[src/rtl/slv_link_pkg.sv]
package slv_link_pkg;

  typedef enum logic [1:0] {
    RX_IDLE,
    RX_DATA,
    RX_RESYNC
  } rx_state_e;

  typedef enum logic [1:0] {
    ST_IDLE,
    ST_SETUP,
    ST_LOW
  } stb_state_e;

  typedef struct packed {
    logic ad;
    logic sel1;
    logic dummy;
  } link_cmd_t;

endpackage

[src/rtl/slv_frame_rx.sv]
module slv_frame_rx
  import slv_link_pkg::*;
#(
  parameter int DW = 16
) (
  input  logic          clk,
  input  logic          rst_n,
  input  logic          clr,
  input  logic          busy,
  input  logic [1:0]    lane_a,
  input  logic [1:0]    lane_b,
  input  logic          idr,
  output logic          wr_evt,
  output logic          rd_evt,
  output link_cmd_t     cmd,
  output logic [DW-1:0] wr_data
);

  localparam int LW   = DW / 2;
  localparam int NCYC = LW / 2;
  localparam int CW   = $clog2(NCYC + 1);

  rx_state_e     state;
  logic [CW-1:0] cyc;
  logic          all_high;

  assign all_high = (lane_a == 2'b11) && (lane_b == 2'b11);

  always_ff @(posedge clk or negedge rst_n) begin
    if (!rst_n) begin
      state   <= RX_IDLE;
      cyc     <= '0;
      wr_evt  <= 1'b0;
      rd_evt  <= 1'b0;
      cmd     <= '0;
      wr_data <= '0;
    end else if (clr) begin
      state   <= RX_IDLE;
      cyc     <= '0;
      wr_evt  <= 1'b0;
      rd_evt  <= 1'b0;
      cmd     <= '0;
      wr_data <= '0;
    end else begin
      wr_evt <= 1'b0;
      rd_evt <= 1'b0;
      if (busy) begin
        state <= RX_RESYNC;
      end else begin
        case (state)
          RX_IDLE: begin
            if (!lane_a[0]) begin
              cmd.ad    <= lane_b[0];
              cmd.sel1  <= lane_b[1];
              cmd.dummy <= idr;
              if (lane_a[1]) begin
                rd_evt <= 1'b1;
              end else begin
                state <= RX_DATA;
                cyc   <= '0;
              end
            end else if (!all_high) begin
              state <= RX_RESYNC;
            end
          end
          RX_DATA: begin
            for (int j = 0; j < NCYC; j++) begin
              if (cyc == CW'(j)) begin
                wr_data[2*j]        <= lane_a[0];
                wr_data[2*j+1]      <= lane_b[0];
                wr_data[LW+2*j]     <= lane_a[1];
                wr_data[LW+2*j+1]   <= lane_b[1];
              end
            end
            if (cyc == CW'(NCYC - 1)) begin
              wr_evt <= 1'b1;
              state  <= RX_IDLE;
            end else begin
              cyc <= cyc + 1'b1;
            end
          end
          default: begin
            if (all_high) state <= RX_IDLE;
          end
        endcase
      end
    end
  end

endmodule

[src/rtl/slv_strobe_gen.sv]
module slv_strobe_gen
  import slv_link_pkg::*;
#(
  parameter int DW         = 16,
  parameter int STROBE_LEN = 3
) (
  input  logic          clk,
  input  logic          rst_n,
  input  logic          clr,
  input  logic          wr_evt,
  input  logic          rd_evt,
  input  link_cmd_t     cmd,
  input  logic [DW-1:0] wr_data,
  input  logic [DW-1:0] rd_data,
  output logic [DW-1:0] dout,
  output logic          ad,
  output logic          cs1_n,
  output logic          cs2_n,
  output logic          rd_n,
  output logic          wr_n,
  output logic [DW-1:0] cap_data
);

  localparam int SW = $clog2(STROBE_LEN + 1);

  stb_state_e    state;
  logic [SW-1:0] cnt;
  logic          is_rd;
  logic          more;

  always_ff @(posedge clk or negedge rst_n) begin
    if (!rst_n) begin
      state    <= ST_IDLE;
      cnt      <= '0;
      is_rd    <= 1'b0;
      more     <= 1'b0;
      dout     <= '0;
      ad       <= 1'b1;
      cs1_n    <= 1'b1;
      cs2_n    <= 1'b1;
      rd_n     <= 1'b1;
      wr_n     <= 1'b1;
      cap_data <= '0;
    end else if (clr) begin
      state    <= ST_IDLE;
      cnt      <= '0;
      is_rd    <= 1'b0;
      more     <= 1'b0;
      dout     <= '0;
      ad       <= 1'b1;
      cs1_n    <= 1'b1;
      cs2_n    <= 1'b1;
      rd_n     <= 1'b1;
      wr_n     <= 1'b1;
      cap_data <= '0;
    end else begin
      case (state)
        ST_IDLE: begin
          if (wr_evt || rd_evt) begin
            ad    <= cmd.ad;
            cs1_n <= !cmd.sel1;
            cs2_n <= cmd.sel1;
            is_rd <= rd_evt;
            more  <= rd_evt && cmd.dummy;
            state <= ST_SETUP;
            if (wr_evt) dout <= wr_data;
          end
        end
        ST_SETUP: begin
          if (is_rd) rd_n <= 1'b0;
          else       wr_n <= 1'b0;
          cnt   <= SW'(1);
          state <= ST_LOW;
        end
        default: begin
          if (cnt == SW'(STROBE_LEN)) begin
            rd_n <= 1'b1;
            wr_n <= 1'b1;
            if (is_rd && !more) cap_data <= rd_data;
            if (more) begin
              more  <= 1'b0;
              state <= ST_SETUP;
            end else begin
              state <= ST_IDLE;
            end
          end else begin
            cnt <= cnt + 1'b1;
          end
        end
      endcase
    end
  end

endmodule

[src/rtl/slv_return_tx.sv]
module slv_return_tx #(
  parameter int DW          = 16,
  parameter int TA_OFF      = 2,
  parameter int RET_START   = 8,
  parameter int DUMMY_EXTRA = 10
) (
  input  logic          clk,
  input  logic          rst_n,
  input  logic          clr,
  input  logic          rd_evt,
  input  logic          dummy,
  input  logic [DW-1:0] cap_data,
  output logic          active,
  output logic          tx_oe,
  output logic [1:0]    tx_bit
);

  localparam int LW   = DW / 2;
  localparam int MAXN = RET_START + DUMMY_EXTRA + LW + 2;
  localparam int CW   = $clog2(MAXN + 1);

  logic [CW-1:0] cnt;
  logic [CW-1:0] cnt_nx;
  logic [CW-1:0] start_at;
  logic [LW-1:0] sh0;
  logic [LW-1:0] sh1;

  assign cnt_nx = cnt + 1'b1;

  always_ff @(posedge clk or negedge rst_n) begin
    if (!rst_n) begin
      active   <= 1'b0;
      cnt      <= '0;
      start_at <= '0;
      sh0      <= '0;
      sh1      <= '0;
      tx_oe    <= 1'b0;
      tx_bit   <= 2'b11;
    end else if (clr) begin
      active   <= 1'b0;
      cnt      <= '0;
      start_at <= '0;
      sh0      <= '0;
      sh1      <= '0;
      tx_oe    <= 1'b0;
      tx_bit   <= 2'b11;
    end else if (rd_evt) begin
      active   <= 1'b1;
      cnt      <= CW'(1);
      start_at <= dummy ? CW'(RET_START + DUMMY_EXTRA) : CW'(RET_START);
      tx_oe    <= 1'b0;
      tx_bit   <= 2'b11;
    end else if (active) begin
      cnt <= cnt_nx;
      if (cnt_nx <= CW'(TA_OFF)) begin
        tx_oe <= 1'b0;
      end else if (cnt_nx < start_at) begin
        tx_oe  <= 1'b1;
        tx_bit <= 2'b11;
      end else if (cnt_nx == start_at) begin
        tx_oe  <= 1'b1;
        tx_bit <= 2'b00;
        sh0    <= cap_data[LW-1:0];
        sh1    <= cap_data[DW-1:LW];
      end else if (cnt_nx <= start_at + CW'(LW)) begin
        tx_bit <= {sh1[0], sh0[0]};
        sh0    <= sh0 >> 1;
        sh1    <= sh1 >> 1;
      end else if (cnt_nx == start_at + CW'(LW + 1)) begin
        tx_bit <= 2'b11;
      end else begin
        tx_oe  <= 1'b0;
        active <= 1'b0;
      end
    end
  end

endmodule

[src/rtl/slv_link_responder.sv]
module slv_link_responder
  import slv_link_pkg::*;
#(
  parameter int DW          = 16,
  parameter int STROBE_LEN  = 3,
  parameter int TA_OFF      = 2,
  parameter int RET_START   = 8,
  parameter int DUMMY_EXTRA = 10
) (
  input  logic          clk,
  input  logic          rst_n,
  input  logic          pd_n,
  input  logic [1:0]    lane_a,
  input  logic [1:0]    lane_b,
  input  logic          idr,
  input  logic [DW-1:0] rd_data,
  output logic [DW-1:0] dout,
  output logic          ad,
  output logic          cs1_n,
  output logic          cs2_n,
  output logic          rd_n,
  output logic          wr_n,
  output logic          tx_oe,
  output logic [1:0]    tx_bit
);

  logic          clr;
  logic          wr_evt;
  logic          rd_evt;
  logic          tx_active;
  logic          busy;
  link_cmd_t     cmd;
  logic [DW-1:0] wr_data;
  logic [DW-1:0] cap_data;

  assign clr  = !pd_n;
  assign busy = tx_active || rd_evt;

  slv_frame_rx #(.DW(DW)) u_rx (
    .clk     (clk),
    .rst_n   (rst_n),
    .clr     (clr),
    .busy    (busy),
    .lane_a  (lane_a),
    .lane_b  (lane_b),
    .idr     (idr),
    .wr_evt  (wr_evt),
    .rd_evt  (rd_evt),
    .cmd     (cmd),
    .wr_data (wr_data)
  );

  slv_strobe_gen #(.DW(DW), .STROBE_LEN(STROBE_LEN)) u_stb (
    .clk      (clk),
    .rst_n    (rst_n),
    .clr      (clr),
    .wr_evt   (wr_evt),
    .rd_evt   (rd_evt),
    .cmd      (cmd),
    .wr_data  (wr_data),
    .rd_data  (rd_data),
    .dout     (dout),
    .ad       (ad),
    .cs1_n    (cs1_n),
    .cs2_n    (cs2_n),
    .rd_n     (rd_n),
    .wr_n     (wr_n),
    .cap_data (cap_data)
  );

  slv_return_tx #(
    .DW(DW), .TA_OFF(TA_OFF), .RET_START(RET_START), .DUMMY_EXTRA(DUMMY_EXTRA)
  ) u_tx (
    .clk      (clk),
    .rst_n    (rst_n),
    .clr      (clr),
    .rd_evt   (rd_evt),
    .dummy    (cmd.dummy),
    .cap_data (cap_data),
    .active   (tx_active),
    .tx_oe    (tx_oe),
    .tx_bit   (tx_bit)
  );

endmodule

[config.mk]
export PLATFORM = sky130hd
export DESIGN_NAME = slv_link_responder
export DESIGN_NICKNAME = d
export VERILOG_FILES = /design/src/rtl/slv_link_pkg.sv /design/src/rtl/slv_frame_rx.sv /design/src/rtl/slv_strobe_gen.sv /design/src/rtl/slv_return_tx.sv /design/src/rtl/slv_link_responder.sv
export SDC_FILE = /design/constraint.sdc
export NUM_CORES = 1
export LEC_CHECK = 0
export ABC_AREA = 1
export BUFFER_PORTS_ARGS = -buffer_cell sky130_fd_sc_hd__buf_4
export CAP_MARGIN = 20
export CORE_ASPECT_RATIO = 0.6
export CORE_MARGIN = 2
export CORE_UTILIZATION = 60
export CTS_CLUSTER_DIAMETER = 50
export DETAILED_ROUTE_END_ITERATION = 7
export MAX_ROUTING_LAYER = met4
export PLACE_DENSITY = 0.78
export SETUP_SLACK_MARGIN = 0.4
export SLEW_MARGIN = 10
export SYNTH_ARGS = -nofsm -noshare
export SYNTH_HDL_FRONTEND = slang
export SYNTH_HIERARCHICAL = 1
export SYNTH_SLANG_ARGS = --single-unit
[constraint.sdc]
create_clock -name clk -period 3 [get_ports clk]
set_input_delay 0.3 -clock clk [delete_from_list [all_inputs] [get_ports clk]]
set_output_delay 0.3 -clock clk [all_outputs]
set_load 0.02 [all_outputs]
**After elaboration in Yosys (flattened, before gate mapping)**

Cells that the tools add are included.

- $add $sub $neg: 5
- Order comparisons: 3
- Reductions and logical operators: 29
- Equal/unequal tests: 52
- Mux-type cells: 121

Operators by type and width:

| cell | number |
|---|---|
| 16-bit two-way mux | 11 |
| 8-bit two-way mux | 14 |
| 2-bit two-way mux | 28 |
| 1-bit two-way mux | 46 |
| 3-bit AND reduction | 12 |
| 5-bit two-way mux | 6 |
| 3-bit two-way mux | 9 |
| 2-bit by 1-bit inequality test with 1-bit output (second input constant) | 13 |
| 3-bit inequality test (second input constant) | 6 |
| 2-bit inequality test (second input constant) | 8 |
| 3-bit by 1-bit inequality test with 1-bit output (second input constant) | 5 |
| 6-bit by 3-bit inequality test with 1-bit output (second input constant) | 2 |
| 2-bit one-hot mux with 2 select lines | 3 |
| 5-bit by 4-bit adder with 5-bit output (second input constant) | 2 |
| 5-bit equality test | 2 |
| 5-bit inequality test (second input constant) | 2 |
| 5-bit AND reduction | 2 |
| 2-bit equality test (second input constant) | 3 |
| 3-bit by 2-bit equality test with 1-bit output (second input constant) | 2 |
| 3-bit by 2-bit inequality test with 1-bit output (second input constant) | 2 |
| 6-bit by 1-bit inequality test with 1-bit output (second input constant) | 1 |
| 1-bit one-hot mux with 2 select lines | 3 |
| 3-bit one-hot mux with 2 select lines | 1 |
| 2-bit AND reduction | 3 |
| 18 further kinds | 24 |

- Logic and storage cells: 239
- Bits of input ports: 24
- Register bits after elaboration: 99

**Longest topological paths before layout**

Gate-level depths: netlist (run 1).

- Depth in word-level cells: 10
- Depth in mapped cells: 16
- Mapped depth without buffers: 15

**Hierarchy**

Netlist (run 1), hierarchy kept.

Modules (own cells, without submodules):

| module | cells each | times used | seq. area each (um2) | area each (um2) |
|---|---|---|---|---|
| slv_strobe_gen | 212 | 1 | 1,082.3 | 1,965.6 |
| slv_return_tx | 230 | 1 | 678.2 | 1,833.0 |
| slv_frame_rx | 164 | 1 | 650.6 | 1,387.6 |
| slv_link_responder | 4 | 1 | 0.0 | 15.0 |

**Worst setup path before layout (run 1)**

No wires, ideal clock.

- Path type: register -> register
- Start: register u_tx.cnt[0]
- End: register u_tx.sh0[6]
- Arrival time: 2,040 ps
- Slack: 838 ps
- Setup time: 122 ps
- Cell stages (with the launch flop): 15
- Cell sequence: dfrtp_1 > ha_1 > nand3_2 > nand2_1 > nand2_1 > ha_1 > nand2_1 > nor2_1 > nand2_1 > buf_6 > nand3_4 > nand2_4 > buf_8 > nand3_1 > o21ai_1

- Word-level cells in the longest chain between the ends: 8
- Elaborated cells between the ends (all ways): 15

Ends and longest elaborated chain:

| item | RTL line | RTL |
|---|---|---|
| from (decl) | slv_return_tx.sv:22 | `logic [CW-1:0] cnt;` |
| from (signal assigned) | slv_return_tx.sv:54 | `cnt <= cnt_nx;` |
| 5-bit by 1-bit adder with 5-bit output (*) | slv_return_tx.sv:28 | `assign cnt_nx = cnt + 1'b1;` |
| 5-bit equality test | slv_return_tx.sv:60 | `end else if (cnt_nx == start_at) begin` |
| 8-bit two-way mux | slv_return_tx.sv:60 |  |
| 8-bit two-way mux | slv_return_tx.sv:57 | `end else if (cnt_nx < start_at) begin` |
| 8-bit two-way mux | slv_return_tx.sv:55 | `if (cnt_nx <= CW'(TA_OFF)) begin` |
| 8-bit two-way mux | slv_return_tx.sv:53 | `end else if (active) begin` |
| 8-bit two-way mux | slv_return_tx.sv:47 | `end else if (rd_evt) begin` |
| 8-bit two-way mux | slv_return_tx.sv:39 | `end else if (clr) begin` |
| to (signal assigned) | slv_return_tx.sv:63 | `sh0 <= cap_data[LW-1:0];` |
| to (signal assigned) | slv_return_tx.sv:67 | `sh0 <= sh0 >> 1;` |
| to (decl) | slv_return_tx.sv:25 | `logic [LW-1:0] sh0;` |

Every way passes the cells marked *; elsewhere a longest branch is shown, timed or not. The select of a mux whose other input is x is not followed.
A chain may end at the register's enable or synchronous reset.

**Worst setup path in the final report (run 1)**

- Start: register u_tx.cnt[0]
- End: register u_tx.sh0[5]

The elaborated chain is that of the path after synthesis.

==> results of run 1 <==
-- cells in the mapped netlist, drive strengths merged --
cell | number | area [µm²]
a211oi | 1 | 7.51
a21oi | 16 | 118
and3 | 1 | 6.26
buf | 22 | 210
dfrtp | 89 | 2230
dfstp | 7 | 184
ha | 13 | 163
inv | 44 | 165
nand2 | 238 | 981
nand3 | 82 | 500
nand4 | 13 | 81.3
nor2 | 35 | 213
nor3 | 2 | 21.3
o21a | 1 | 7.51
o21ai | 40 | 264
o22ai | 2 | 12.5
or2 | 1 | 6.26
xnor2 | 2 | 25.0
xor2 | 1 | 8.76
-- metrics by stage --
stage | utilization, % | cell area (µm²)
3_3_place_gp | 65.3 | 5530
3_5_place_dp | 65.3 | 5530
4_1_cts | 69.4 | 5870
5_1_grt | 69.9 | 5910
6_report | 69.9 | 5910
2_1_floorplan | - | 5200
-- sequential cells by signal, indices dropped and copies added (netlist names) --
signal	flops
u_stb/cs2_n	1
u_stb/cs1_n	1
u_rx/rd_evt	1
u_tx/tx_bit	2
u_tx/sh1	8
u_stb/ad	1
u_stb/more	1
u_tx/sh0	8
u_stb/wr_n	1
u_rx/wr_data	16
u_stb/dout	16
u_tx/start_at	2
u_stb/state	2
u_stb/cap_data	16
u_stb/is_rd	1
u_tx/tx_oe	1
u_rx/cmd	3
u_stb/rd_n	1
u_rx/wr_evt	1
u_tx/cnt	5
u_stb/cnt	2
u_tx/active	1
u_rx/cyc	3
u_rx/state	2
-- routing by layer --
| metal | track usage [%] | vias to the layer above | part of all wire, % |
|---|---|---|---|
| met4 | 4.16 | 0 | 0.56 |
| met1 | 40.7 | 2072 | 49 |
| li1 | - | 2066 | - |
| met3 | 7.44 | 7 | 7.8 |
| met5 | - | - | 0 |
| met2 | 36.4 | 194 | 43 |
-- cells by family after synthesis --
logic type	count (synthesis)	share of synthesized area (%)
XOR/XNOR	3	0.650
flip-flops	96	46.4
adder cells (fa/ha/maj)	13	3.13
buffers and inverters	66	7.22
AO/OA/AOI/OAI	60	7.87
AND/OR/NAND/NOR	372	34.8
-- worst max-delay path by stage --
stage	from	end	slack, ns	cells after the start
after floorplan	u_tx/cnt[0]	u_tx/sh0[6]	0.84	14
after global placement	u_tx/cnt[0]	u_tx/sh0[1]	0.51	13
after detailed placement	u_tx/cnt[0]	u_tx/sh0[5]	0.35	13
after CTS	u_tx/cnt[0]	u_tx/sh0[5]	0.43	12
after global routing	u_tx/cnt[0]	u_tx/sh0[5]	0.41	14
final	u_tx/cnt[0]	u_tx/sh0[5]	0.56	14
-- cells in the final DEF, fill, tap and decap left out, types with 2 or more instances in the layout --
cell type and count:
clkbuf_1 2, nand3_4 2, dfstp_2 7, a21oi_1 8, bufinv_16 2, nand3_1 67, nor2_4 7, o21ai_1 15
inv_1 36, nand3_2 13, nand2_1 205, clkbuf_16 9, buf_4 50, ha_1 12, a21oi_2 7, o21ai_2 17
buf_12 3, o21ai_0 8, nor2_2 5, nand2_2 32, nor2_1 22, dfrtp_2 2, o22ai_1 2, clkinvlp_4 2
dfrtp_1 87, nand4_1 13, inv_2 7
-- where the power goes --
group	internal, mW	total (mW)	switching, mW
registers	1.46	1.60	0.143
logic	0.305	0.881	0.576
clock network	0.731	1.21	0.481
-- timing repair --
item,4_1_cts,5_1_grt
gates resized for setup,2,4
setup endpoints to repair,13,18
gates cloned,0,0
setup buffers,1,2
pin swaps,0,1
-- final cells by class --
class / instances / area (µm²) / area share, %
clock buffers: 11 / 233 / 3.94
clock inverters: 5 / 81.3 / 1.38
inverters: 44 / 169 / 2.86
multi-input cells: 448 / 2430 / 41.1
flip-flops and latches: 96 / 2410 / 40.8
well taps: 112 / 140 / 2.37
repair buffers: 54 / 447 / 7.56
==> summary.md, run 1 <==
| Metric | Value |
|---|---|
| Run status | finished clean |
| Syn-to-layout area delta | 13.6% |
| Count of cell types in the netlist | 37 |
| Synth Register Bits | 96 |
| Gate Count Post-Synth | 610 |
| Leakage power | 2.99 nW |
| R2R cell count | 14 |
| PortBufs | 47 |
| N_diodes | 0 |
| Share of layout cells above drive strength 1 | between 20% and 30% |
| Fin. Hold Viols | 0 |
| Syn nets | 647 |
| DR pass1 iterations | 5 |
| Critical path cell sequence | ha_2, nand3_2, nand2_1, nand2_1, ha_1, nand2_1, nor2_1, nand2_1, clkinvlp_4, buf_12, nand2_1, nand2_1, nand3_2, a21oi_2 |
| Hold WS | 0.00996 ns |
| Power Total | 3.69 mW |
| Clk_lat worst skew | 0.34 ns |
| Pin count of the biggest net entering global routing | 97 |
| Worst EP arrival | 2.71 ns |
| Slew Viols, Final | 0 |
| Hold Path Class | in2async |
| GR Util All Layers | a little over a quarter |
| Slew @ Worst Pin | 0.893 ns |
| Starting density of the core | 61.5% |
| 1st-iter DRT viols | 460 |
| Placed Instances | ~750 |
| Top Ports | 48 |
| Register area share after synthesis | a little under half |
| Vias | 4339 |
| ANT nets after route | 0 |
| Max transition margin | 40.3% |
| Highest clock rate | 410 MHz |
| Worst reg2reg path endpoint | u_tx/sh0[5] |
| TNS Setup | 0 ns |
| Flop-to-flop setup slack | around 0.56 ns |
| Delay-heaviest family, CP | simple AND/OR/NAND/NOR gates |
| # fillers | 688 |
| Worst r2r src | u_tx/cnt[0] |
| Worst setup SP type | flip-flop |
| Worst path required time | 3.27 ns |
| WS Path Type | reg2reg |
| DP Wirelength | 8.06 mm |
| Die Wd | between 100 and 150 µm |
| Worst Setup Slack, final | 0.559 ns |
| Grt ovf | 0 |
| Warnings, synthesis | 6 |
| Global-route wire length before repair | about 20 mm |
| Routed WL per cell | 15.2 µm |
| Cts bufs inserted | 9 |
| Clock Skew | 0.00604 ns |
| RSZ-0062 raised after global routing | false |
| Vias per inst | between 5 and 6 |
| DIE HEIGHT | between 70 and 80 µm |
| Slowest CP cell | dfrtp_2 |
| Drt drc | 0 |
| Routability Congestion | between 0.8 and 0.9 |
| Tcrit/Tclk final | 81.4% |
| Most common cell on crit path | nand2_1 |
| Num rows | 26 |
| Total Wirelength | 11.7 mm |
| Buf+Inv Stages, Crit Path | 2 |
| CTS Root Cell | clkbuf_16 |
| Post-Syn Area per Cell | 8.53 µm² |
| Vias in the first global route | 3963 |
| Clock buffer depth | 2 |
| CP max stage delay | around 0.44 ns |
| Core area | approximately 8500 µm² |
| Worst-path fanout max | 16 |
| Critical Path End Type | flip-flop |
| Final setup viols | 0 |
| Nets@finish | 690 |
| Num Clock Sinks | 96 |
| Clock-pin slew on the worst setup and hold paths | 0.07 ns |
| Post-CTS Hold Fix Bufs | 0 |
| Cell area power density | 624 nW/µm² |
| Clock tree from TritonCTS | yes |
| Tmin final | about 2.4 ns |
| Non-filler cells, final | 770 |
| Initial antenna violation count | 0 |
| Die Footprint | 9450 µm² |
| Syn Std Cell Area | about 5200 µm² |
| Worst slack, placed | between 0.3 and 0.4 ns |
| Max IR drop VDD | 0.529 mV |
| Max-cap violations | 0 |
| H-tree depth | 3 |
(Power assumes the default switching activity.)
==> run 2, diff against run 1 <==
--- a/config.mk
+++ b/config.mk
@@ -10,11 +10,11 @@
 export CAP_MARGIN = 20
 export CORE_ASPECT_RATIO = 0.6
 export CORE_MARGIN = 2
-export CORE_UTILIZATION = 60
+export CORE_UTILIZATION = 54
 export CTS_CLUSTER_DIAMETER = 50
 export DETAILED_ROUTE_END_ITERATION = 7
 export MAX_ROUTING_LAYER = met4
-export PLACE_DENSITY = 0.78
+export PLACE_DENSITY = 0.74
 export SETUP_SLACK_MARGIN = 0.4
 export SLEW_MARGIN = 10
 export SYNTH_ARGS = -nofsm -noshare
==> constraint.sdc (replaced) <==
create_clock -name clk -period 2.1 [get_ports clk]
set_input_delay 0.21 -clock clk [delete_from_list [all_inputs] [get_ports clk]]
set_output_delay 0.21 -clock clk [all_outputs]
set_load 0.02 [all_outputs]
==> run 2 against run 1 <==
Net effect:
- via count up 2.5%
- cell count up 6.0%
- largest cell class unchanged
- the flow now finishes with violations (setup timing)
- worst hold slack better by 0.084 ns
- critical path type unchanged
- worst setup slack worse by 0.62 ns
- flip-flop and latch count unchanged
==> summary.md, run 2 (synthesized netlist as in run 1, its figures left out) <==
| Metric | Value |
|---|---|
| Leakage power | 3.18 nW (+6.5%) |
| Die Footprint | 10500 µm² (+11%) |
| Biggest regs | u_rx/wr_data: 16 flops, u_stb/cap_data: 16 flops, u_stb/dout: 16 flops |
| Vias | 4449 (+2.5%) |
| Clock-pin slew on the worst setup and hold paths | 0.07 ns (about the same) |
| Fin. Hold Viols | 0 (unchanged) |
| Power Total | 5.29 mW (+43%) |
| ANT nets after route | 0 (unchanged) |
| Reg power frac | 43.0% (-0.3 points) |
| RSZ-0062 raised after global routing | true |
| DP Wirelength | 8.77 mm (+8.7%) |
| Worst r2r src | u_tx/cnt[0] |
| Slowest CP cell | dfrtp_2 |
| H-tree depth | 3 (unchanged) |
| Final setup viols | 18 (+18) |
| Clk_lat worst skew | 0.35 ns (about the same) |
| Share of layout cells above drive strength 1 | 35.4% (+8.8 points) |
| Max IR drop VDD | 0.553 mV (+4.6%) |
| Switch Pwr | 1.84 mW (+53%) |
| Worst setup SP type | flip-flop |
| Routed WL per cell | 15.8 µm (+4.0%) |
| Hold WS | 0.0938 ns (+0.0839 ns) |
| Worst EP arrival | 2.44 ns (-0.27 ns) |
| Highest clock rate | 462 MHz (+13%) |
| Run status | finished with violations |
| Global-route wire length before repair | 21.2 mm (+6.2%) |
| Worst Setup Slack, final | -0.0659 ns (-0.624 ns) |
| Pin count of the biggest net entering global routing | 60 (-38%) |
| Slew Viols, Final | 0 (unchanged) |
| Clock Skew | 0.00705 ns (+0.00101 ns) |
| Critical path cell sequence | ha_4, nand4_1, nand2_2, ha_4, nand2_2, nor2_2, nand2_2, buf_6, nand3_4, buf_8, buf_6, nand3_2, o21ai_2 |
| Most frequent cells in the layout | 190 x nand2_1, 87 x dfrtp_1, 67 x buf_4, 53 x nand3_1, 44 x nand2_2 |
| Hold Path Class | in2reg |
| Total Wirelength | 12.9 mm (+10%) |
| Cell area power density | 818 nW/µm² (+31%) |
| Max transition margin | 57.1% (+17 points) |
| Routability Congestion | 0.917 (+4.0%) |
| Grt ovf | 0 (unchanged) |
| N_diodes | 0 (unchanged) |
| DIE HEIGHT | 80.0 µm (+5.1%) |
| Tmin final | 2.17 ns (-0.276 ns) |
| Hold path startpoint | idr |
| Starting density of the core | 56.2% (-5.3 points) |
| Num Clock Sinks | 96 (unchanged) |
| Cts bufs inserted | 9 (unchanged) |
| Critical Path End Type | flip-flop |
| Core area | 9260 µm² (+9.4%) |
| PortBufs | 47 (unchanged) |
| Critical Path Source | u_tx/cnt[0] |
| Nets@finish | 718 (+4.1%) |
| Switching share of power | 34.8% (+2.3 points) |
| Vias per inst | 5.45 (-3.2%) |
| GR Util All Layers | 27.1% (+0.31 points) |
| CP max stage delay | 0.47 ns (+0.03 ns) |
| Drt drc | 0 (unchanged) |
| Num rows | 27 (+3.8%) |
| Clock tree from TritonCTS | yes |
| Failing checks | setup timing |
| DR pass1 iterations | 6 (+1) |
| Tcrit/Tclk final | 103% (+22 points) |
| Clock power frac | 30.0% (-2.8 points) |
| Slew @ Worst Pin | 0.643 ns (-0.249 ns) |
| Clock buffer depth | 2 (unchanged) |
| Cell Int Power | 3.45 mW (+38%) |
| Worst path required time | 2.37 ns (-0.90 ns) |
| Commonest non-fill, non-tap cell in the layout | nand2_1 |
| Vias in the first global route | 4182 (+5.5%) |
| Syn-to-layout area delta | 24.2% |
| WS Path Type | reg2reg |
| Die Wd | 131 µm (+5.2%) |
| Worst-path fanout max | 4 (-12) |
| Initial antenna violation count | 0 (unchanged) |
| Max-cap violations | 0 (unchanged) |
| CTS Root Cell | clkbuf_16 |
| Comb pwr share | 27.0% (+3.1 points) |
| 1st-iter DRT viols | 470 (+2.2%) |
| Top Ports | 48 (unchanged) |
| # fillers | 759 (+10%) |
| Most common cell on crit path | nand2_2 |
run 2: cell count changes in the layout (fill, tap and decap cells not counted), sizes merged:
cell         delta
buf            +25
inv             +4
bufinv          -2
clkbuf          -2
bufbuf          +1
clkinv          +1
clkinvlp        -1
dlygate4sd3     +1
nand2           +1
run 2: layout make-up:
| class | count | area [µm²] | share of cell area (%) |
|---|---|---|---|
| multi-input combinational | 449 | 2670 | 41.3 |
| sequential | 96 | 2410 | 37.3 |
| timing repair buffer | 81 | 762 | 11.8 |
| clock buffer | 9 | 225 | 3.48 |
| inverter | 44 | 165 | 2.56 |
| tap | 130 | 163 | 2.52 |
| clock inverter | 7 | 62.6 | 0.968 |
run 2: path summary, 6_finish.rpt:
| path | end | slack [ns] | depth (start not counted) |
|---|---|---|---|
| min in group asynchronous | u_rx/state[1] | 0.38 | 3 |
| max in group asynchronous | u_stb/wr_n | 1.28 | 3 |
| min reg2reg | u_stb/dout[15] | 0.47 | 2 |
| min | u_rx/cmd[0] | 0.09 | 3 |
| max reg2reg | u_tx/sh0[0] | -0.07 | 13 |
| max | u_tx/sh0[0] | -0.07 | 13 |
run 2: stage by stage:
stage	setup TNS, ns	setup slack (ns)	instances	area [µm²]	util [%]
6_report	-0.860	-0.0659	816	6460	69.8
5_1_grt	-3.03	-0.187	816	6460	69.8
4_1_cts	0	0.0167	813	6340	68.5
3_5_place_dp	-0.00615	-0.00615	784	5770	62.3
3_3_place_gp	0	0.0633	784	5770	62.3
2_1_floorplan	0	0.101	610	5260	-
run 2: what timing repair did:
item,in CTS,in global routing
pin swaps,12,17
hold buffers,1,0
setup endpoints to repair,20,20
hold endpoints to repair,89,0
resized for setup,25,26
cloned,3,0
setup buffers,9,3
run 2: routing by layer:
metal	GRT usage (%)	part of all wire (%)
met1	40.3	49
met2	37.6	43
met5	-	0
met4	6.91	1.3
met3	5.70	6.8
run 2: worst max-delay path, delay by kind of cell, from the launching register on:
family	cells	cell delay, ns
buffers and inverters	3	0.42
AO/OA/AOI/OAI	1	0.10
AND/OR/NAND/NOR	7	0.61
adder cells (fa/ha/maj)	2	0.49
flip-flops	1	0.47
run 2: power groups by stage:
stage | Sequential, mW | Clock [mW] | Combinational (mW)
floorplan | 2.31 | 0 | 0.888
global placement | 2.29 | 0 | 1.24
detailed placement | 2.30 | 0 | 1.27
CTS | 2.27 | 1.62 | 1.37
global route | 2.30 | 1.69 | 1.57
finish | 2.28 | 1.58 | 1.43
